--- src/rtl/alu_ctl8_pkg.sv ---
package alu_ctl8_pkg;

    localparam int OPW = 5;

    localparam logic [OPW-1:0] OPC_ADD   = 5'b00011;
    localparam logic [OPW-1:0] OPC_SUB   = 5'b00100;
    localparam logic [OPW-1:0] OPC_XOR   = 5'b00101;
    localparam logic [OPW-1:0] OPC_AND   = 5'b00111;
    localparam logic [OPW-1:0] OPC_IOR   = 5'b01000;
    localparam logic [OPW-1:0] OPC_ADC   = 5'b10001;
    localparam logic [OPW-1:0] OPC_INC   = 5'b10010;
    localparam logic [OPW-1:0] OPC_DEC   = 5'b10011;
    localparam logic [OPW-1:0] OPC_FLOOD = 5'b11010;

    typedef struct packed {
        logic inv_a;      // complement operand A
        logic inv_b;      // complement operand B (after masking)
        logic zero_b;     // mask operand B to zero
        logic cin_one;    // constant carry-in of one
        logic cin_flag;   // carry-in from the held carry flag
        logic carry_kill; // suppress carry chain into sum bits
        logic or_mode;    // take the OR row instead of the sum
        logic inv_out;    // complement the selected row
        logic flood;      // force all ones
        logic upd_flags;  // arithmetic/logic op: write flags
        logic logic_op;   // carry flag is cleared
    } ctrl_t;

    function automatic logic is_alu_op(input logic [OPW-1:0] op);
        return (op == OPC_ADD) || (op == OPC_SUB) || (op == OPC_XOR) ||
               (op == OPC_AND) || (op == OPC_IOR) || (op == OPC_ADC) ||
               (op == OPC_INC) || (op == OPC_DEC);
    endfunction

endpackage

--- src/rtl/alu_ctl8_dec.sv ---
module alu_ctl8_dec
    import alu_ctl8_pkg::*;
(
    input  logic [OPW-1:0] opcode,
    output ctrl_t          ctrl
);

    always_comb begin
        ctrl = '0;
        unique case (opcode)
            OPC_ADD: begin
                ctrl.upd_flags = 1'b1;
            end
            OPC_SUB: begin
                ctrl.inv_b     = 1'b1;
                ctrl.cin_one   = 1'b1;
                ctrl.upd_flags = 1'b1;
            end
            OPC_ADC: begin
                ctrl.cin_flag  = 1'b1;
                ctrl.upd_flags = 1'b1;
            end
            OPC_INC: begin
                ctrl.zero_b    = 1'b1;
                ctrl.cin_one   = 1'b1;
                ctrl.upd_flags = 1'b1;
            end
            OPC_DEC: begin
                ctrl.zero_b    = 1'b1;
                ctrl.inv_b     = 1'b1;
                ctrl.upd_flags = 1'b1;
            end
            OPC_XOR: begin
                ctrl.carry_kill = 1'b1;
                ctrl.logic_op   = 1'b1;
                ctrl.upd_flags  = 1'b1;
            end
            OPC_IOR: begin
                ctrl.or_mode   = 1'b1;
                ctrl.logic_op  = 1'b1;
                ctrl.upd_flags = 1'b1;
            end
            OPC_AND: begin
                ctrl.inv_a     = 1'b1;
                ctrl.inv_b     = 1'b1;
                ctrl.or_mode   = 1'b1;
                ctrl.inv_out   = 1'b1;
                ctrl.logic_op  = 1'b1;
                ctrl.upd_flags = 1'b1;
            end
            OPC_FLOOD: begin
                ctrl.flood = 1'b1;
            end
            default: ctrl = '0;
        endcase
    end

endmodule

--- src/rtl/alu_ctl8_core.sv ---
module alu_ctl8_core
    import alu_ctl8_pkg::*;
#(
    parameter int W = 8
) (
    input  ctrl_t          ctrl,
    input  logic [W-1:0]   a,
    input  logic [W-1:0]   b,
    input  logic           cflag,
    output logic [W-1:0]   res,
    output logic           cout
);

    logic [W-1:0] a_x;
    logic [W-1:0] b_m;
    logic [W-1:0] b_x;
    logic [W:0]   chain;
    logic [W-1:0] sum;
    logic [W-1:0] or_row;
    logic [W-1:0] pre;
    logic [W-1:0] post;

    assign a_x      = ctrl.inv_a ? ~a : a;
    assign b_m      = ctrl.zero_b ? '0 : b;
    assign b_x      = ctrl.inv_b ? ~b_m : b_m;
    assign chain[0] = ctrl.cin_one | (ctrl.cin_flag & cflag);

    for (genvar i = 0; i < W; i++) begin : g_bit
        assign sum[i]      = a_x[i] ^ b_x[i] ^ (chain[i] & ~ctrl.carry_kill);
        assign chain[i+1]  = (a_x[i] & b_x[i]) | (chain[i] & (a_x[i] ^ b_x[i]));
        assign or_row[i]   = a_x[i] | b_x[i];
    end

    assign pre  = ctrl.or_mode ? or_row : sum;
    assign post = ctrl.inv_out ? ~pre : pre;

    always_comb begin
        if (ctrl.flood) begin
            res = '1;
        end else if (ctrl.upd_flags) begin
            res = post;
        end else begin
            res = '0;
        end
        cout = ctrl.logic_op ? 1'b0 : chain[W];
    end

endmodule

--- src/rtl/alu_ctl8.sv ---
module alu_ctl8
    import alu_ctl8_pkg::*;
#(
    parameter int W = 8
) (
    input  logic           clk,
    input  logic           rst_n,
    input  logic           in_valid,
    input  logic [4:0]     opcode,
    input  logic [W-1:0]   op_a,
    input  logic [W-1:0]   op_b,
    output logic           out_valid,
    output logic [W-1:0]   result,
    output logic           carry,
    output logic           no_carry,
    output logic           zero
);

    typedef struct packed {
        logic         s1_vld;
        ctrl_t        s1_ctrl;
        logic [W-1:0] s1_a;
        logic [W-1:0] s1_b;
        logic         s2_vld;
        logic         s2_upd;
        logic [W-1:0] s2_res;
        logic         s2_cout;
        logic         o_vld;
        logic [W-1:0] o_res;
        logic         f_c;
        logic         f_nc;
        logic         f_z;
    } state_t;

    localparam state_t RST_STATE = '{
        s1_vld: 1'b0, s1_ctrl: '0, s1_a: '0, s1_b: '0,
        s2_vld: 1'b0, s2_upd: 1'b0, s2_res: '0, s2_cout: 1'b0,
        o_vld: 1'b0, o_res: '0, f_c: 1'b0, f_nc: 1'b1, f_z: 1'b0
    };

    state_t       st_d;
    state_t       st_q;
    ctrl_t        dec_ctrl;
    logic [W-1:0] core_res;
    logic         core_cout;

    alu_ctl8_dec u_dec (
        .opcode (opcode),
        .ctrl   (dec_ctrl)
    );

    alu_ctl8_core #(.W(W)) u_core (
        .ctrl  (st_q.s1_ctrl),
        .a     (st_q.s1_a),
        .b     (st_q.s1_b),
        .cflag (st_q.f_c),
        .res   (core_res),
        .cout  (core_cout)
    );

    always_comb begin
        st_d = st_q;

        // stage 1: capture decoded controls and operands
        st_d.s1_vld = in_valid;
        if (in_valid) begin
            st_d.s1_ctrl = dec_ctrl;
            st_d.s1_a    = op_a;
            st_d.s1_b    = op_b;
        end else begin
            st_d.s1_ctrl = '0;
        end

        // stage 2: register datapath output
        st_d.s2_vld  = st_q.s1_vld;
        st_d.s2_upd  = st_q.s1_vld & st_q.s1_ctrl.upd_flags;
        st_d.s2_res  = core_res;
        st_d.s2_cout = core_cout;

        // stage 3: present result, update flags
        st_d.o_vld = st_q.s2_vld;
        if (st_q.s2_vld) begin
            st_d.o_res = st_q.s2_res;
        end
        if (st_q.s2_upd) begin
            st_d.f_c  = st_q.s2_cout;
            st_d.f_nc = ~st_q.s2_cout;
            st_d.f_z  = (st_q.s2_res == '0);
        end
    end

    always_ff @(posedge clk) begin
        if (!rst_n) begin
            st_q <= RST_STATE;
        end else begin
            st_q <= st_d;
        end
    end

    assign out_valid = st_q.o_vld;
    assign result    = st_q.o_res;
    assign carry     = st_q.f_c;
    assign no_carry  = st_q.f_nc;
    assign zero      = st_q.f_z;

endmodule

--- config.mk ---
export PLATFORM = sky130hd
export DESIGN_NAME = alu_ctl8
export DESIGN_NICKNAME = d
export VERILOG_FILES = /design/src/rtl/alu_ctl8_pkg.sv /design/src/rtl/alu_ctl8_dec.sv /design/src/rtl/alu_ctl8_core.sv /design/src/rtl/alu_ctl8.sv
export SDC_FILE = /design/constraint.sdc
export NUM_CORES = 1
export LEC_CHECK = 0
export BUFFER_PORTS_ARGS = -buffer_cell sky130_fd_sc_hd__buf_4
export CORE_MARGIN = 8
export CORE_UTILIZATION = 35
export DETAILED_ROUTE_END_ITERATION = 16
export PLACE_DENSITY = 0.52
export SLEW_MARGIN = 20
export SYNTH_ARGS = -nofsm -noshare
export SYNTH_HDL_FRONTEND = slang
export SYNTH_SLANG_ARGS = --single-unit
--- constraint.sdc ---
create_clock -name clk -period 6.4 [get_ports clk]
set_clock_uncertainty 0.15 [all_clocks]
set_input_delay 0.32 -clock clk [delete_from_list [all_inputs] [get_ports clk]]
set_output_delay 0.32 -clock clk [all_outputs]
set_load 0.01 [all_outputs]
==> flow_summary.toml, run 1 <==
[logic_synthesis]
synthesis.nets = 358
synth_cell_types = 48
synth_edf_count = 0
synth_warnings = 0
syn-cell-area_um2 = 2770
yosysSeqAreaShare = 0.361
synth_ff_type = "dfxtp_1"
avgSynthCellArea_um2 = 8.72
ys_seq_elements = 50
syn_inst = 318
async_reset_ff_frac = 0

[grt]
grt_pass1_vias = 2144
grt.total_usage = 0.109
grt_util_met3 = 0.0362
grtUsageMet1 = 0.138
antenna_found_initial = 0
busiest_layer = "met2"
grt_pass1_wl_um = 10100
grt_max_degree = 26
use_met2 = 0.175
grt-ovfl-total = 0

[sta]
fin_tns_setup_ns = 0
tightest_slew_ns = 0.696
slew_violations = 0
fin_crit_sh = 0.448
rsz0062_at_grt = "false"
finalHoldViolCount = 0
setup-violations-final = 0
slew_headroom = 0.535
fmax_ghz = 0.349
fin_crit_ns = 2.87

[final_layout]
antennaDiodeCount = 0
drive_gt1_frac = 0.159
final_common_cell = "dfxtp_1"
layout.nets = 379
final_cell_mix = "50 x dfxtp_1, 38 x nor2_1, 36 x buf_4"
utilization = 0.415
area_growth_pct = 15.1

[setup_path]
slowest_stage = "dfxtp_1"
crit_family = "flip-flops"
cp-endpoint = "st_q[19]"
r2r-start = "st_q[42]"
r2r_cells = 8
cp_max_fo = 13
required_ns = 6.45
worst-path-stages = 8
critical-path-max-stage-delay_ns = 0.76
path_buf_inv = 0
setup.worst_path.start = "st_q[42]"
r2r-end = "st_q[19]"
crit_chain = "xor2_1 > ha_1 > nor3_1 > nor2_1 > a31oi_1 > mux2i_1 > mux2_1 > o311ai_1"
worstSetupEndpointType = "flop"
arrival_ns = 2.92
path_class = "flop to flop"
crit_path_start_kind = "flop"
r2r_slack_ns = 3.53

[route]
wl_per_cell_um = 12.9
dr_total_vias = 2067
firstDrtPassIters = 4
drc = 0
ant_nets = 0
first_iter_violations = 74
viasPerCell = 4.68
wl_um = 5690

[clock_tree]
cts_htree_levels = 2
path_clk_slew_ns = 0.09
cts_tree = "done"
cts_buffers = 5
clk_latency_ns = 0.30
holdBufCountCts = 0
cts_sinks = 50
cts.path.max_buffers = 2
cts_setup_buffers = 0
root_buffer = "clkbuf_8"
cts-resized-gates = 0

[outcome]
status = "completed"

[placed_design]
port_buffers = 35
hpwl_um = 4410
place_congestion = 0.803

[floorplanning]
chipWidth_um = 105
coreArea_um2 = 7690
die_area_um2 = 11000
rows = 32
floorplan.initialDensity = 0.361
die_y_um = 105
io_pins = 36

[flow_run]
drv_cap = 0

[power_and_ir_drop]
ir_worst_vdd_v = 0.0000846
power.density_nw_per_um2 = 217
leakagePower_nw = 1.40

[min_path]
hold_class = "primary input to flop"
-- Yosys cell counts (3+ instances only) --
cell type  instances  area (µm²)
a21oi_1           10        50.1
a31oi_1            3        18.8
and2_1             3        18.8
and3_1             3        18.8
buf_2              7        35.0
buf_4              8        60.1
clkbuf_1           6        22.5
dfxtp_1           50        1000
ha_1              16         200
inv_1             22        82.6
mux2i_1           28         280
nand2_1           17        63.8
nand2b_1          14        87.6
nand3_1            6        30.0
nor2_1            38         143
nor2b_1            4        25.0
nor3_1            10        50.1
nor4_1             5        31.3
o211ai_1           3        22.5
o21ai_0            8        40.0
or3_1              5        31.3
xnor2_1           13         114
xor2_1             8        70.1
-- worst min path at each step --
stage / from / endpoint / cells after the start
after floorplan: st_q[39] / st_q[12] / 1
after global placement: st_q[39] / st_q[12] / 1
after detailed placement: st_q[39] / st_q[12] / 1
after CTS: opcode[4] / st_q[42] / 2
after global routing: op_a[2] / st_q[33] / 3
final: opcode[4] / st_q[42] / 2
-- state kept, by name (all words and copies together), names as in the netlist --
signal	flops
out_valid	1
zero	1
result	8
st_q	36
st_d	2
no_carry	1
carry	1
-- routing by layer --
layer	wire length, µm	part of all wire	up-vias
li1	-	-	1109
met1	2790	0.49	926
met2	2600	0.46	26
met3	239	0.042	6
met4	57	0.010	0
met5	0	0	-
-- cell type report --
cell class                      count  area, µm²
Fill cell                         800       4500
Multi-Input combinational cell    224       1570
Sequential cell                    50       1000
Timing Repair Buffer               36        270
Tap cell                          102        128
Clock buffer                        6       82.6
Inverter                           22       82.6
Clock inverter                      2       60.1
-- through the flow --
step / area, µm² / total power [mW] / setup WS [ns] / hold WS, ns / instances
floorplan: 2770 / 0.405 / 3.85 / 0.225 / 318
detailed placement: 3050 / 0.433 / 3.54 / 0.242 / 434
global placement: 3050 / 0.432 / 3.62 / 0.234 / 434
global route: 3190 / 0.730 / 3.25 / 0.0869 / 442
finish: 3190 / 0.693 / 3.53 / 0.0972 / 442
CTS: 3190 / 0.706 / 3.52 / 0.0873 / 442
-- worst register-to-register path: stages, from the launching register on --
cell and delay (ns):
dfxtp_1 0.76, xor2_1 0.19, ha_1 0.43, nor3_1 0.26, nor2_1 0.11, a31oi_1 0.21, mux2i_1 0.23, mux2_1 0.34
o311ai_1 0.09
-- power breakdown --
group / switching [mW] / leakage (nW) / internal [mW]
sequential: 0.00695 / 0.407 / 0.319
clock: 0.102 / 0.0714 / 0.167
combinational: 0.0510 / 0.920 / 0.0475
-- kinds of logic (layout without fill, tap and decap cells) --
kind of cell	Yosys count	count (layout)	synth area share
AOI/OAI and AO/OA	43	43	0.113
xor gates and xnor gates	21	21	0.0663
adders and majority gates	16	16	0.0722
buffers and inverters	44	66	0.0736
DFF	50	50	0.361
muxes	29	29	0.105
and+or+nand+nor	115	115	0.208
(Power assumes the default switching activity.)
==> run 2: changes to the inputs <==
--- a/config.mk
+++ b/config.mk
@@ -9,7 +9,7 @@
 export CORE_MARGIN = 8
 export CORE_UTILIZATION = 35
 export DETAILED_ROUTE_END_ITERATION = 16
-export PLACE_DENSITY = 0.52
+export PLACE_DENSITY = 0.54
 export SLEW_MARGIN = 20
 export SYNTH_ARGS = -nofsm -noshare
 export SYNTH_HDL_FRONTEND = slang
==> constraint.sdc (replaced) <==
create_clock -name clk -period 2.5 [get_ports clk]
set_clock_uncertainty 0.15 [all_clocks]
set_input_delay 0.125 -clock clk [delete_from_list [all_inputs] [get_ports clk]]
set_output_delay 0.125 -clock clk [all_outputs]
set_load 0.01 [all_outputs]
==> run 2 against run 1 <==
  * Combinational power increased to 3.7 times the previous value
  * Final cell count up 9.3%
  * Power grew to 2.6 times the previous value
  * Worst hold slack got worse by 0.077 ns
  * Critical path depth grew 2
  * Critical endpoint is now st_q[18]
  * Largest power group unchanged
  * Utilization rose by 8.4 points
  * Clock-buffer cell count shrank 1
==> flow_summary.toml, run 2 (same netlist as run 1, synthesis figures left out) <==
[outcome]
status = "completed"

[final_layout]
utilization = 0.500
final_cell_mix = "52 x buf_4, 46 x dfxtp_1, 37 x nor2_1"
largest_reg_flops = 36
antennaDiodeCount = 0
final_common_cell = "buf_4"
drive_gt1_frac = 0.281
largest-register = "st_q"
layout.nets = 420
area_growth_pct = 38.5

[sta]
fmax_ghz = 0.406
tightest_slew_ns = 0.499
fin_crit_sh = 0.986
slew_violations = 0
rsz0062_at_grt = "true"
finalHoldViolCount = 0
fin_hold_ws_ns = 0.0206
fin_crit_ns = 2.46
setup-violations-final = 0
slew_headroom = 0.664

[min_path]
hold_class = "primary input to flop"

[route]
wl_um = 6440
first_iter_violations = 45
drc = 0
dr_total_vias = 2309
ant_nets = 0
viasPerCell = 4.78
wl_per_cell_um = 13.3
firstDrtPassIters = 4

[clock_tree]
cts.path.max_buffers = 2
cts_buffers = 5
path_clk_slew_ns = 0.09
clk_latency_ns = 0.31
root_buffer = "clkbuf_8"
cts_tree = "done"
cts_sinks = 50
cts_htree_levels = 2

[grt]
grt_max_degree = 18
antenna_found_initial = 0
grt.total_usage = 0.117
grt_pass1_wl_um = 10800
grt-ovfl-total = 0
grt_pass1_vias = 2294

[setup_path]
r2r-end = "st_q[18]"
r2r-start = "st_q[47]"
crit_chain = "nand2b_4 > xnor2_4 > inv_2 > ha_4 > o21ai_4 > o21ai_2 > a21oi_1 > or3_1 > nand4_1 > or3b_4"
r2r_cells = 10
slowest_stage = "dfxtp_4"
worstSetupEndpointType = "flop"
crit_path_start_kind = "flop"
required_ns = 2.54
r2r_slack_ns = 0.04
critical-path-max-stage-delay_ns = 0.37
arrival_ns = 2.50
cp-endpoint = "st_q[18]"
setup.worst_path.start = "st_q[47]"
cp_max_fo = 8
path_class = "flop to flop"

[power_and_ir_drop]
clockPowerShare = 0.323
p_sw_mw = 0.463
switching_share = 0.261
ir_worst_vdd_v = 0.000325
power_frac_seq = 0.473
power.density_nw_per_um2 = 462
leakagePower_nw = 1.63
intPower_mw = 1.31
combPwrFrac = 0.205

[floorplanning]
floorplan.initialDensity = 0.361
rows = 32
die_y_um = 105
io_pins = 36
chipWidth_um = 105
die_area_um2 = 11000
coreArea_um2 = 7690

[placed_design]
hpwl_um = 4710
place_congestion = 0.812
port_buffers = 35

[flow_run]
drv_cap = 0
[run 2: changes by cell type in the layout (fill, tap and decap cells not counted), moves of 3 or more]
| cell | change |
|---|---|
| buf_4 | +16 |
| dfxtp_1 | -4 |
| dfxtp_4 | +3 |
| dlygate4sd3_1 | +23 |
| ha_1 | -6 |
| ha_4 | +4 |
| nand2b_1 | -3 |
| nand2b_4 | +3 |
| nor3_1 | -3 |
| nor3_2 | +3 |
| xnor2_1 | -7 |
| xnor2_4 | +5 |
[run 2: worst min-delay path by stage]
stage / from / cells past startpoint / endpoint / slack [ns]
3_5_place_dp: op_a[6] / 3 / st_q[37] / 0.22
2_1_floorplan: opcode[4] / 1 / st_q[42] / 0.05
4_1_cts: opcode[2] / 4 / st_q[48] / 0.006
3_3_place_gp: op_b[4] / 3 / st_q[27] / 0.21
5_1_grt: opcode[2] / 4 / st_q[48] / 0.03
6_report: opcode[2] / 4 / st_q[48] / 0.02
[run 2: stage by stage]
stage | power, mW | area (µm²) | cells | TNS (ns) | setup slack (ns)
floorplan | 1.04 | 2770 | 318 | 0 | 0.0521
global placement | 1.13 | 3140 | 446 | -0.124 | -0.0581
detailed placement | 1.13 | 3140 | 446 | -0.184 | -0.0847
CTS | 1.76 | 3630 | 480 | 0 | 0.000886
global route | 1.87 | 3840 | 483 | -0.210 | -0.0686
finish | 1.77 | 3840 | 483 | 0 | 0.0361
[run 2: layout make-up]
type / instances / area, µm²
Clock inverter: 3 / 45.0
Multi-Input combinational cell: 224 / 1850
Clock buffer: 5 / 68.8
Inverter: 22 / 82.6
Sequential cell: 50 / 1010
Timing Repair Buffer: 77 / 652
Fill cell: 733 / 3850
Tap cell: 102 / 128
[run 2: worst max-delay path, delay by kind of cell, from the launching register on]
kind | cells | cell delay, ns
AOI/OAI and AO/OA | 3 | 0.34
xor gates and xnor gates | 1 | 0.18
adders and majority gates | 1 | 0.28
buffers and inverters | 1 | 0.07
DFF | 1 | 0.37
and+or+nand+nor | 4 | 0.95
[run 2: what timing repair did]
action,4_1_cts,5_1_grt
setup buffers,3,3
pin swaps,7,15
endpoints found under the setup margin,5,7
hold buffers,23,0
resized for setup,21,30
endpoints found under the hold margin,29,0
[run 2: routing by layer]
| layer | vias to the layer above | wire length [µm] | share of wire | global-route usage |
|---|---|---|---|---|
| met4 | 0 | 74 | 0.011 | 0.0398 |
| met3 | 7 | 264 | 0.041 | 0.0295 |
| li1 | 1197 | - | - | - |
| met1 | 1066 | 2990 | 0.46 | 0.143 |
| met5 | - | 0 | 0 | 0 |
| met2 | 39 | 3110 | 0.48 | 0.197 |
[run 2: power by group through the flow]
stage               Clock [mW]  Sequential [mW]  Combinational, mW
global placement             0            0.855              0.271
global route             0.632            0.841              0.396
CTS                      0.599            0.836              0.327
floorplan                    0            0.846              0.190
finish                   0.572            0.838              0.363
detailed placement           0            0.854              0.272
==> run 3: changes to the inputs <==
--- a/config.mk
+++ b/config.mk
@@ -5,6 +5,7 @@
 export SDC_FILE = /design/constraint.sdc
 export NUM_CORES = 1
 export LEC_CHECK = 0
+export ABC_AREA = 1
 export BUFFER_PORTS_ARGS = -buffer_cell sky130_fd_sc_hd__buf_4
 export CORE_MARGIN = 8
 export CORE_UTILIZATION = 35
==> run 3 against run 2 <==
  * Critical path depth increased by 13
  * Area after synthesis fell by 6.1%
  * Combinational power down 14%
  * Non-clock buffer count down 12
  * Sequential share of layout area grew 3.3 points
  * Design area is 11% lower
  * Wire length fell by 17%
  * Final cell count up 5.8%
  * Utilization fell by 2.7 points
  * Critical endpoint is now st_q[20]
  * Largest cell class unchanged
  * Highest routed layer unchanged
==> flow_summary.toml, run 3 <==
[sta]
fin_tns_setup_ns = 0
finalHoldViolCount = 0
fin_crit_sh = 0.976
fin_crit_ns = 2.44
slew_headroom = 0.720
fmax_ghz = 0.410
setup_ws_ns = 0.0593
tightest_slew_ns = 0.416
rsz0062_at_grt = "true"
setup-violations-final = 0
slew_violations = 0

[logic_synthesis]
avgSynthCellArea_um2 = 7.25
yosysSeqAreaShare = 0.385
ys_seq_elements = 50
yosysTopAreaCellShare = 0.385
synth_compound_area_frac = 0.0880
synth_edf_count = 0
synth_ff_type = "dfxtp_1"
synth_most_common_cell = "nand2_1"
synth-simple-area-share = 0.259
muxShareOfSynthArea = 0
synth_cell_types = 30
synthesis.nets = 399
synthAdderAreaFrac = 0.0769
ys_top_cells_by_count = "68 x nand2_1, 59 x nor2_1, 50 x dfxtp_1, 39 x inv_1, 28 x o21ai_0"
synthXorXnorAreaFrac = 0.0774
synth_area_leaders = "dfxtp_1 38%, nand2_1 9.8%, nor2_1 8.5%"
syn-cell-area_um2 = 2600
syn_inst = 359
synth_warnings = 0
synth_top_family_by_area = "simple AND/OR/NAND/NOR gates"
async_reset_ff_frac = 0
synth_top_cell_by_area = "dfxtp_1"

[final_layout]
antennaDiodeCount = 0
utilization = 0.472
largest_reg_flops = 36
layout.nets = 451
final_common_cell = "nand2_1"
final_cell_mix = "60 x nand2_1, 59 x nor2_1, 45 x dfxtp_1"
largest-register = "st_q"
area_growth_pct = 31.0
stdcell_count = 511
drive_gt1_frac = 0.214

[setup_path]
worstSetupEndpointType = "flop"
crit_path_start_kind = "flop"
arrival_ns = 2.54
cp_max_fo = 4
required_ns = 2.60
path_class = "flop to flop"

[floorplanning]
die_y_um = 102
chipWidth_um = 102
io_pins = 36
die_area_um2 = 10500
floorplan.initialDensity = 0.361
coreArea_um2 = 7210
rows = 31

[route]
ant_nets = 0
dr_total_vias = 2189
first_iter_violations = 55
firstDrtPassIters = 4
drc = 0
wl_per_cell_um = 10.5
viasPerCell = 4.28
wl_um = 5350

[clock_tree]
cts.path.max_buffers = 2
cts_htree_levels = 2
cts_buffers = 5
clk_latency_ns = 0.31
path_clk_slew_ns = 0.10
root_buffer = "clkbuf_8"
cts_sinks = 50
cts_tree = "done"

[placed_design]
dp.cells = 478
hpwl_um = 3970
port_buffers = 35
place_congestion = 0.820
post-place-ws_ns = -0.0433

[outcome]
status = "completed"

[power_and_ir_drop]
p_sw_mw = 0.465
ir_worst_vdd_v = 0.000235
power.total_mw = 1.75
power_frac_seq = 0.485
power.density_nw_per_um2 = 512
combPwrFrac = 0.179
switching_share = 0.266
intPower_mw = 1.28
leakagePower_nw = 1.62
clockPowerShare = 0.336

[grt]
grt_pass1_wl_um = 9340
grt_max_degree = 31
grt_pass1_vias = 2112
grt.total_usage = 0.109
antenna_found_initial = 0
grt-ovfl-total = 0

[min_path]
hold_class = "primary input to flop"

[flow_run]
drv_cap = 0
## run 3: cells by family after synthesis
family,after synthesis
adders and majority gates,16
buffers and inverters,66
AOI/OAI and AO/OA,43
DFF,50
and+or+nand+nor,161
xor gates and xnor gates,23
## run 3: what timing repair did
action,4_1_cts,5_1_grt
hold buffers,22,0
endpoints found under the setup margin,3,4
hold endpoints to repair,21,0
resized for setup,1,31
pin swaps,0,9
setup buffers,0,3
## run 3: final cells by class
class,count,area [µm²]
Tap cell,99,124
Inverter,46,179
Clock inverter,3,48.8
Sequential cell,50,1010
Clock buffer,5,68.8
Multi-Input combinational cell,243,1430
Timing Repair Buffer,65,551
Fill cell,737,3810
## run 3: worst paths after layout
kind	startpoint	to	slack (ns)	depth (start not counted)
setup / recovery	st_q[47]	st_q[20]	0.06	23
hold / removal	rst_n	out_valid	0.04	3
setup reg to reg	st_q[47]	st_q[20]	0.06	23
hold reg to reg	st_q[39]	st_q[12]	0.25	1
## run 3: power groups by stage
stage	clock network (mW)	logic [mW]	registers, mW
after floorplan	0	0.200	0.858
after global placement	0	0.263	0.865
after detailed placement	0	0.265	0.866
after CTS	0.616	0.291	0.847
after global routing	0.645	0.358	0.852
final	0.586	0.312	0.847
## run 3: worst max-delay path: stages, from the launching register on
cell	delay (ns)
dfxtp_2	0.33
inv_2	0.07
buf_6	0.12
nand2_4	0.05
xor2_2	0.15
ha_1	0.30
nand2_1	0.07
nand2_2	0.06
nand2_1	0.05
nand2_1	0.06
nand2_1	0.05
nand2_1	0.07
nand2_1	0.05
nand2_1	0.07
nand2_1	0.06
nand2_2	0.08
nand2_2	0.05
nand2_2	0.09
nand2_2	0.06
nand2_1	0.06
nand3_1	0.06
nand3_1	0.11
nand3_2	0.07
a21oi_2	0.11
## run 3: per-layer routing
metal  track usage  wire length, µm  up-vias
met3        0.0218              285        8
met4        0.0372               70        0
met2         0.174             2410       43
met5             0                0        -
li1              -                -     1204
met1         0.141             2590      934
## run 3: stage by stage
| step | hold WS (ns) | cell area, µm² |
|---|---|---|
| 2_1_floorplan | 0.0536 | 2620 |
| 3_3_place_gp | 0.196 | 2910 |
| 4_1_cts | 0.0258 | 3250 |
| 5_1_grt | 0.0600 | 3410 |
| 6_report | 0.0375 | 3410 |
| 3_5_place_dp | 0.200 | 2910 |
